<file path="src/rtl/drf_pkg.sv">
package drf_pkg;
  typedef enum logic [1:0] {PH_PAUSE, PH_INIT, PH_RUN} phase_e;
  typedef enum logic [1:0] {SQ_IDLE, SQ_CSR, SQ_RAS, SQ_RP} seq_e;

  function automatic int ceil_div(input int a, input int b);
    return (a + b - 1) / b;
  endfunction

  function automatic int at_least1(input int a);
    return (a < 1) ? 1 : a;
  endfunction
endpackage

</file>
<file path="src/rtl/drf_down_timer.sv">
module drf_down_timer #(
  parameter int LOAD = 16
) (
  input  logic clk_i,
  input  logic rst_ni,
  input  logic en_i,
  output logic tick_o
);
  localparam int W = $clog2(LOAD + 1);
  localparam logic [W-1:0] LAST = W'(LOAD - 1);

  logic [W-1:0] cnt_q;

  always_ff @(posedge clk_i or negedge rst_ni) begin
    if (!rst_ni)                     cnt_q <= LAST;
    else if (!en_i || cnt_q == '0)   cnt_q <= LAST;
    else                             cnt_q <= cnt_q - 1'b1;
  end

  assign tick_o = en_i && (cnt_q == '0);
endmodule

</file>
<file path="src/rtl/drf_pend_ctr.sv">
module drf_pend_ctr #(
  parameter int MAX = 8,
  localparam int W = $clog2(MAX + 1)
) (
  input  logic         clk_i,
  input  logic         rst_ni,
  input  logic         inc_i,
  input  logic         dec_i,
  output logic [W-1:0] cnt_o
);
  localparam logic [W-1:0] TOP = W'(MAX);

  logic [W-1:0] cnt_q;
  logic         inc_eff, dec_eff;

  assign dec_eff = dec_i && (cnt_q != '0);
  // full counter drops the new request unless one retires in the same cycle
  assign inc_eff = inc_i && ((cnt_q != TOP) || dec_eff);

  always_ff @(posedge clk_i or negedge rst_ni) begin
    if (!rst_ni) cnt_q <= '0;
    else begin
      case ({inc_eff, dec_eff})
        2'b10:   cnt_q <= cnt_q + 1'b1;
        2'b01:   cnt_q <= cnt_q - 1'b1;
        default: cnt_q <= cnt_q;
      endcase
    end
  end

  assign cnt_o = cnt_q;
endmodule

</file>
<file path="src/rtl/drf_cbr_seq.sv">
module drf_cbr_seq import drf_pkg::*; #(
  parameter int T_CSR = 1,
  parameter int T_RAS = 5,
  parameter int T_RP  = 4
) (
  input  logic clk_i,
  input  logic rst_ni,
  input  logic start_i,
  output logic busy_o,
  output logic done_o,
  output logic ras_n_o,
  output logic cas_n_o
);
  localparam int MAXT = (T_CSR > T_RAS) ? ((T_CSR > T_RP) ? T_CSR : T_RP)
                                        : ((T_RAS > T_RP) ? T_RAS : T_RP);
  localparam int CW = $clog2(MAXT + 1);
  localparam logic [CW-1:0] L_CSR = CW'(T_CSR - 1);
  localparam logic [CW-1:0] L_RAS = CW'(T_RAS - 1);
  localparam logic [CW-1:0] L_RP  = CW'(T_RP - 1);

  seq_e         st_q;
  logic [CW-1:0] cnt_q;

  always_ff @(posedge clk_i or negedge rst_ni) begin
    if (!rst_ni) begin
      st_q  <= SQ_IDLE;
      cnt_q <= '0;
    end else begin
      case (st_q)
        SQ_IDLE: if (start_i) begin
          st_q  <= SQ_CSR;
          cnt_q <= L_CSR;
        end
        SQ_CSR: if (cnt_q == '0) begin
          st_q  <= SQ_RAS;
          cnt_q <= L_RAS;
        end else cnt_q <= cnt_q - 1'b1;
        SQ_RAS: if (cnt_q == '0) begin
          st_q  <= SQ_RP;
          cnt_q <= L_RP;
        end else cnt_q <= cnt_q - 1'b1;
        default: if (cnt_q == '0) st_q <= SQ_IDLE;
                 else cnt_q <= cnt_q - 1'b1;
      endcase
    end
  end

  assign busy_o  = (st_q != SQ_IDLE);
  assign done_o  = (st_q == SQ_RP) && (cnt_q == '0);
  assign cas_n_o = !((st_q == SQ_CSR) || (st_q == SQ_RAS));
  assign ras_n_o = (st_q != SQ_RAS);
endmodule

</file>
<file path="src/rtl/drf_refresh_sequencer.sv">
module drf_refresh_sequencer import drf_pkg::*; #(
  parameter int CLK_NS      = 10,
  parameter int REFRESH_NS  = 64_000_000,
  parameter int ROWS        = 4096,
  parameter int PAUSE_NS    = 200_000,
  parameter int INIT_CYCLES = 8,
  parameter int CSR_NS      = 10,
  parameter int RAS_NS      = 50,
  parameter int RC_NS       = 84,
  parameter int PEND_MAX    = 8,
  parameter int YIELD_THR   = 4
) (
  input  logic clk_i,
  input  logic rst_ni,
  input  logic ref_gnt_i,
  input  logic acc_wait_i,
  output logic ref_req_o,
  output logic ready_o,
  output logic ras_n_o,
  output logic cas_n_o,
  output logic we_n_o
);
  localparam int INTERVAL_CYC = at_least1(REFRESH_NS / ROWS / CLK_NS);
  localparam int PAUSE_CYC    = at_least1(ceil_div(PAUSE_NS, CLK_NS));
  localparam int T_CSR        = at_least1(ceil_div(CSR_NS, CLK_NS));
  localparam int T_RAS        = at_least1(ceil_div(RAS_NS, CLK_NS));
  localparam int T_RP         = at_least1(ceil_div(RC_NS, CLK_NS) - T_RAS);
  localparam int PW           = $clog2(PEND_MAX + 1);
  localparam int IW           = $clog2(INIT_CYCLES + 1);

  phase_e        phase_q;
  logic [IW-1:0] init_left_q;
  logic [PW-1:0] pend_q;
  logic          pause_tick, ref_tick, busy, done, seq_start, yield;

  drf_down_timer #(.LOAD(PAUSE_CYC)) u_pause (
    .clk_i, .rst_ni, .en_i(phase_q == PH_PAUSE), .tick_o(pause_tick)
  );

  drf_down_timer #(.LOAD(INTERVAL_CYC)) u_interval (
    .clk_i, .rst_ni, .en_i(ready_o), .tick_o(ref_tick)
  );

  drf_pend_ctr #(.MAX(PEND_MAX)) u_pend (
    .clk_i, .rst_ni, .inc_i(ref_tick), .dec_i(done && ready_o), .cnt_o(pend_q)
  );

  drf_cbr_seq #(.T_CSR(T_CSR), .T_RAS(T_RAS), .T_RP(T_RP)) u_seq (
    .clk_i, .rst_ni, .start_i(seq_start), .busy_o(busy), .done_o(done),
    .ras_n_o, .cas_n_o
  );

  always_ff @(posedge clk_i or negedge rst_ni) begin
    if (!rst_ni) begin
      phase_q     <= PH_PAUSE;
      init_left_q <= IW'(INIT_CYCLES);
    end else begin
      case (phase_q)
        PH_PAUSE: if (pause_tick) phase_q <= PH_INIT;
        PH_INIT: if (done) begin
          init_left_q <= init_left_q - 1'b1;
          if (init_left_q == IW'(1)) phase_q <= PH_RUN;
        end
        default: phase_q <= PH_RUN;
      endcase
    end
  end

  assign ready_o   = (phase_q == PH_RUN);
  // hand the strobes back early only when the backlog is small
  assign yield     = acc_wait_i && (int'(pend_q) < YIELD_THR);
  assign ref_req_o = ready_o && (busy || ((pend_q != '0) && !yield));
  assign seq_start = !busy && ((phase_q == PH_INIT) ||
                               (ready_o && ref_gnt_i && ref_req_o));
  assign we_n_o    = 1'b1;
endmodule

</file>
<file path="config.mk">
export PLATFORM = sky130hd
export DESIGN_NAME = drf_refresh_sequencer
export DESIGN_NICKNAME = d
export VERILOG_FILES = /design/src/rtl/drf_pkg.sv /design/src/rtl/drf_down_timer.sv /design/src/rtl/drf_pend_ctr.sv /design/src/rtl/drf_cbr_seq.sv /design/src/rtl/drf_refresh_sequencer.sv
export SDC_FILE = /design/constraint.sdc
export NUM_CORES = 1
export LEC_CHECK = 0
export ABC_CLOCK_PERIOD_IN_PS = 5100
export BUFFER_PORTS_ARGS = -buffer_cell sky130_fd_sc_hd__buf_4
export CAP_MARGIN = 20
export CELL_PAD_IN_SITES_DETAIL_PLACEMENT = 1
export CELL_PAD_IN_SITES_GLOBAL_PLACEMENT = 1
export CORE_MARGIN = 2
export CORE_UTILIZATION = 45
export CTS_BUF_LIST = sky130_fd_sc_hd__clkbuf_8
export CTS_CLUSTER_DIAMETER = 200
export DETAILED_ROUTE_END_ITERATION = 12
export PLACE_DENSITY_LB_ADDON = 0.1
export SKIP_CTS_REPAIR_TIMING = 1
export SYNTH_ARGS = -nofsm -noshare
export SYNTH_HDL_FRONTEND = slang
export SYNTH_HIERARCHICAL = 1
export SYNTH_SLANG_ARGS = --single-unit
export TNS_END_PERCENT = 20
</file>
<file path="constraint.sdc">
create_clock -name clk_i -period 5.1 [get_ports clk_i]
set_input_delay 0.51 -clock clk_i [delete_from_list [all_inputs] [get_ports clk_i]]
set_output_delay 0.51 -clock clk_i [all_outputs]
set_load 0.02 [all_outputs]
</file>
Word-level counts from Yosys, hierarchy flattened
Cells that the tools add are included.
W data, S select, Z words.
{"block": "totals", "mem_count": 0, "register_bits": 41, "latchBits": 0, "in_bits": 4, "romBits": 0, "ram_bits": 0, "elab_cells": 84}
{"block": "op_classes", "n_div": 0, "bitwise_logic": 0, "reduce_logical": 36, "order_cmp": 1, "mul": 0, "muxes": 17, "n_eq_ne": 17, "shift": 0, "add_sub_neg": 6}
{"operator": "$logic_not A15 Y1", "count": 1}
{"operator": "$mux W15", "count": 1}
{"operator": "$sub A15 B1 Y15 const B", "count": 1}
{"operator": "$mux W2", "count": 7}
{"operator": "$logic_and A1 B1 Y1", "count": 12}
{"operator": "$mux W3", "count": 4}
{"operator": "$logic_not A11 Y1", "count": 1}
{"operator": "$mux W11", "count": 1}
{"operator": "$sub A11 B1 Y11 const B", "count": 1}
{"operator": "$ne A2 B2 Y1 const B", "count": 5}
{"operator": "$pmux W3 S3", "count": 1}
{"operator": "$eq A2 B2 Y1 const B", "count": 4}
{"operator": "$ne A4 B4 Y1 const B", "count": 2}
{"operator": "$pmux W4 S2", "count": 1}
{"operator": "$sub A4 B1 Y4 const B", "count": 2}
{"operator": "$eq A2 B1 Y1 const B", "count": 3}
{"operator": "$logic_or A1 B1 Y1", "count": 6}
{"operator": "$pmux W2 S3", "count": 1}
{"operator": "$reduce_bool A2 Y1", "count": 3}
{"operator": "$logic_not A1 Y1", "count": 5}
{"operator": "$add A4 B1 Y4 const B", "count": 1}
{"operator": "$eq A4 B1 Y1 const B", "count": 1}
{"operator": "$logic_not A2 Y1", "count": 2}
{"operator": "$lt A4 B3 Y1 const B", "count": 1}
{"operator": "other kinds (8)", "count": 10}

Logic depth before layout (Yosys ltp)
{"block": "logic_depth", "word_depth": 11, "ltp_mapped": 13, "mapped_depth_nobuf": 13}

By module
Netlist, hierarchy kept.
{"mod": "drf_down_timer at u_pause", "cells_each": 78, "area_per_inst_um2": 773.2, "seq_area_each_um2": 386.6, "instances": 1}
{"mod": "drf_down_timer at u_interval", "cells_each": 58, "area_per_inst_um2": 580.6, "seq_area_each_um2": 281.5, "instances": 1}
{"mod": "drf_cbr_seq", "cells_each": 46, "area_per_inst_um2": 446.7, "seq_area_each_um2": 125.1, "instances": 1}
{"mod": "drf_refresh_sequencer", "cells_each": 35, "area_per_inst_um2": 362.8, "seq_area_each_um2": 151.4, "instances": 1}
{"mod": "drf_pend_ctr", "cells_each": 32, "area_per_inst_um2": 315.3, "seq_area_each_um2": 100.1, "instances": 1}

Worst setup path before layout
Ideal clock, no wire load.
{"block": "synth_timing", "path_kind": "reg2reg", "startpoint": "reg u_interval.cnt_q[2]", "endpoint": "reg u_pend.cnt_q[3], in the netlist u_pend/cnt_o[3]", "n_path_buf": 0, "t_arrival_ps": 2871, "period_less_slack_ps": 3004, "stages_incl_launch_ff": 12, "slack_ps": 2096, "setup_ps": 133, "cell_sequence": "dfrtp_1 nor4_1 nand3_1 nor4_1 nand2b_1 a21o_1 inv_1 ha_1 nand3_1 nand2_1 mux2i_1 o211ai_1"}
{"block": "synth_between", "elab_chain_len": 5, "elab_cells_between_ends": 7}
{"element": "start: declaration", "line": "drf_down_timer.sv:12", "text": "logic [W-1:0] cnt_q;"}
{"element": "start signal: assignment", "line": "drf_down_timer.sv:17", "text": "else cnt_q <= cnt_q - 1'b1;"}
{"element": "$logic_not A11 Y1 *", "line": "drf_down_timer.sv:20", "text": "assign tick_o = en_i && (cnt_q == '0);"}
{"element": "$logic_and A1 B1 Y1 *", "line": "drf_down_timer.sv:20"}
{"element": "net ref_tick", "line": "drf_refresh_sequencer.sv:34", "text": "logic pause_tick, ref_tick, busy, done, seq_start, yield;"}
{"element": "$logic_and A1 B1 Y1 *", "line": "drf_pend_ctr.sv:18", "text": "assign inc_eff = inc_i && ((cnt_q != TOP) || dec_eff);"}
{"element": "$eq A2 B1 Y1 or $eq A2 B2 Y1 (tied branches)", "line": "drf_pend_ctr.sv:23", "text": "case ({inc_eff, dec_eff})"}
{"element": "$pmux W4 S2 or $reduce_bool A2 Y1 (tied branches)"}
{"element": "end signal: assignment", "line": "drf_pend_ctr.sv:24", "text": "2'b10: cnt_q <= cnt_q + 1'b1;"}
{"element": "end signal: assignment", "line": "drf_pend_ctr.sv:25", "text": "2'b01: cnt_q <= cnt_q - 1'b1;"}
{"element": "end signal: assignment", "line": "drf_pend_ctr.sv:26", "text": "default: cnt_q <= cnt_q;"}
{"element": "end: declaration", "line": "drf_pend_ctr.sv:13", "text": "logic [W-1:0] cnt_q;"}
The timed path passes the listed nets; every way through them passes the cells marked *.
A chain may end at the register's enable or synchronous reset.

Final worst setup path
Same ends and word-level chain as after synthesis.

==> impl_metrics.tcl <==
set metrics [dict create \
    status "complete, no violations" \
    async_flop_share_pct 100.0 \
    grt_max_degree 42 \
    antenna_found_initial 0 \
    crit_buf_inv 1 \
    drt-total-wl_um 5003 \
    rows 27 \
    finalHoldViolations 0 \
    final_common_cell "inv_1" \
    timing.final.crit_share_pct 70.01 \
    worstSetupStartpointType "flop" \
    first_global_vias 1896 \
    setup_viol 0 \
    relSlewSlack_pct 36.29 \
    final_cell_mix "inv_1 (27), dfrtp_1 (26), nor2_1 (20)" \
    die-area_um2 6118 \
    path_class "flop to flop" \
    die_y_um 78.22 \
    slew_violations 0 \
    cts.clk_slew.worst_paths_ns 0.08 \
    fin_crit_ns 3.570 \
    ant_nets 0 \
    numPortBuffers 7 \
    synth_flop_cell "dfrtp_1" \
    crit_slowest_cell "nor4_1" \
    first_pass_iters 4 \
    maxCapViolCount 0 \
    via_count 1810 \
    drcViolationCount 0 \
    via_per_inst 5.403 \
    netlist-cell-type-count 62 \
    syn2layout_area_growth_pct 8.682 \
    synth_enable_flop_cells 0 \
    cts.sinks 41 \
    initial_core_util_pct 45.86 \
    nets 281 \
    synth.avg_cell_area_um2 9.954 \
    drt_iter0_drc 24 \
    crit_arrival_ns 3.73 \
    p_per_area_nw_per_um2 198.2 \
    insertion_delay_ns 0.29 \
    syn-cell-area_um2 2479 \
    skew_ns 0.008397 \
    htreeDepth 2 \
    final_core_util_pct 49.84 \
    fillers 631 \
    finalSetupTns_ns 0 \
    rsz0062_at_grt "false" \
    fmax_mhz 280.1 \
    grt_use_total_pct 17.80 \
    ys_ff_latch 41 \
    crit_path_end_kind "flop" \
    p_leak_nw 1.090 \
    cts_made_buffers 5 \
    required_ns 5.26 \
    path_delay_family "simple AND/OR/NAND/NOR gates" \
    hp-class "input pin to async pin" \
    crit_path_max_fanout 6 \
    gp_congestion 0.7326 \
    grt_overflow 0 \
    yosysTopAreaCellShare_pct 26.25 \
    io_pins 9 \
    final-seq-area_um2 1045 \
    slowest_delay_ns 0.75 \
    cts_tree "yes" \
    synth_fp_nets 268 \
    cts_root_buf "clkbuf_8" \
    worst_pin_slew_ns 0.9424 \
    dp_hpwl_um 3742 \
    drive_gt1_share_pct 16.35 \
    wl_per_cell_um 14.93 \
    synthTopCellsByArea "dfrtp_1 (26%), dfstp_2 (16%), ha_1 (7.1%)" \
    cts_buffer_depth 2 \
    die_w_um 78.22 \
    diodes 0 \
    crit_path_cell_trace "nor4_1, nand3_1, nor4_1, nand2b_1, a21o_1, inv_1, ha_1, nand3_1, nand2_1, mux2i_1, o211ai_1" \
    grt_pass1_wl_um 8652 \
    synth_cells 249 \
    ir_drop_mv 0.1157 \
    multi_input_area_um2 1336 \
    coreArea_um2 5405 \
    yosysSeqAreaShare_pct 42.15 \
    yosys.area.top_type "dfrtp_1" \
    yosysWarnings 6 \
]
==> path summary, 6_finish.rpt <==
kind,from,to,slack (ns),cells after the start
min reg2reg,u_pause/cnt_q[0]$_DFF_PN1_,u_pause/cnt_q[0]$_DFF_PN1_,0.47,1
max reg2reg,u_interval/cnt_q[2]$_DFF_PN0_,u_pend/cnt_o[3]$_DFFE_PN0P_,1.53,11
min,rst_ni,u_interval/cnt_q[7]$_DFF_PN0_,0.19,1
max in group asynchronous,rst_ni,u_pause/cnt_q[4]$_DFF_PN1_,4.52,1
max,u_interval/cnt_q[2]$_DFF_PN0_,u_pend/cnt_o[3]$_DFFE_PN0P_,1.53,11
min in group clk_i,u_pause/cnt_q[0]$_DFF_PN1_,u_pause/cnt_q[0]$_DFF_PN1_,0.47,1
==> flip-flops by register name (all words and copies together) (netlist names) <==
name and cells:
init_left_q 4, phase_q 2, u_interval/cnt_q 11, u_pause/cnt_q 15, u_pend/cnt_o 4, u_seq/cnt_q 3
u_seq/st_q 2
==> worst register-to-register path: stages, from the launching register on <==
cell and delay, ns:
dfrtp_1 0.45, nor4_1 0.75, nand3_1 0.14, nor4_1 0.74, nand2b_1 0.24, a21o_1 0.14, inv_1 0.07, ha_1 0.33
nand3_1 0.09, nand2_1 0.14, mux2i_1 0.23, o211ai_1 0.12
==> synth_stat cells (4+ instances only) <==
| cell | number |
|---|---|
| a21oi_1 | 5 |
| dfrtp_1 | 26 |
| dfstp_2 | 15 |
| ha_1 | 14 |
| inv_1 | 24 |
| mux2i_1 | 5 |
| nand2_1 | 19 |
| nand2b_1 | 5 |
| nand3_1 | 8 |
| nor2_1 | 20 |
| nor3_1 | 10 |
| nor4_1 | 5 |
| o21a_1 | 4 |
| o21ai_0 | 6 |
| or3_1 | 4 |
| or4_1 | 4 |
| xnor2_1 | 11 |
| xor2_1 | 9 |
==> per-layer routing <==
layer	vias up	part of all wire, %	track usage, %	wire length, um
met4	0	1.5	5.439	74
met5	-	0	0	0
met2	14	48	29.91	2380
met1	890	49	23.00	2429
li1	899	-	-	-
met3	7	2.4	3.908	118
==> final cells by class <==
type                    instances  share of cell area (%)
clock buffers                   5                   2.555
multi-input cells             183                   49.61
well taps                      72                   3.344
repair buffers                  7                   1.951
flip-flops and latches         41                   38.78
clock inverters                 3                  0.4180
inverters                      24                   3.344
==> stage by stage <==
step	hold WS [ns]	total power [mW]	setup WS (ns)	std cells	area, um^2
4_1_cts	0.2092	0.5450	1.521	335	2694
3_3_place_gp	0.4487	0.3407	1.702	327	2614
5_1_grt	0.2354	0.5580	1.165	335	2694
2_1_floorplan	0.2144	0.3327	2.096	249	2479
6_report	0.1891	0.5339	1.530	335	2694
3_5_place_dp	0.4536	0.3406	1.510	327	2614
==> logic make-up (layout without fill, tap and decap cells) <==
kind of cell | after synthesis | count (layout) | share of synthesized area (%)
AOI/OAI and AO/OA | 40 | 40 | 12.01
DFF | 41 | 41 | 42.15
buffers and inverters | 25 | 39 | 3.938
xor gates and xnor gates | 20 | 20 | 7.067
other | 1 | 1 | 0.1513
adders and majority gates | 15 | 15 | 7.875
muxes | 7 | 7 | 2.928
and+or+nand+nor | 100 | 100 | 23.88
==> power by group <==
part | internal (mW) | switching, mW
registers | 0.325 | 0
logic | 0.00147 | 0.00708
clock network | 0.0914 | 0.109
Power figures use the tool's default switching activity.
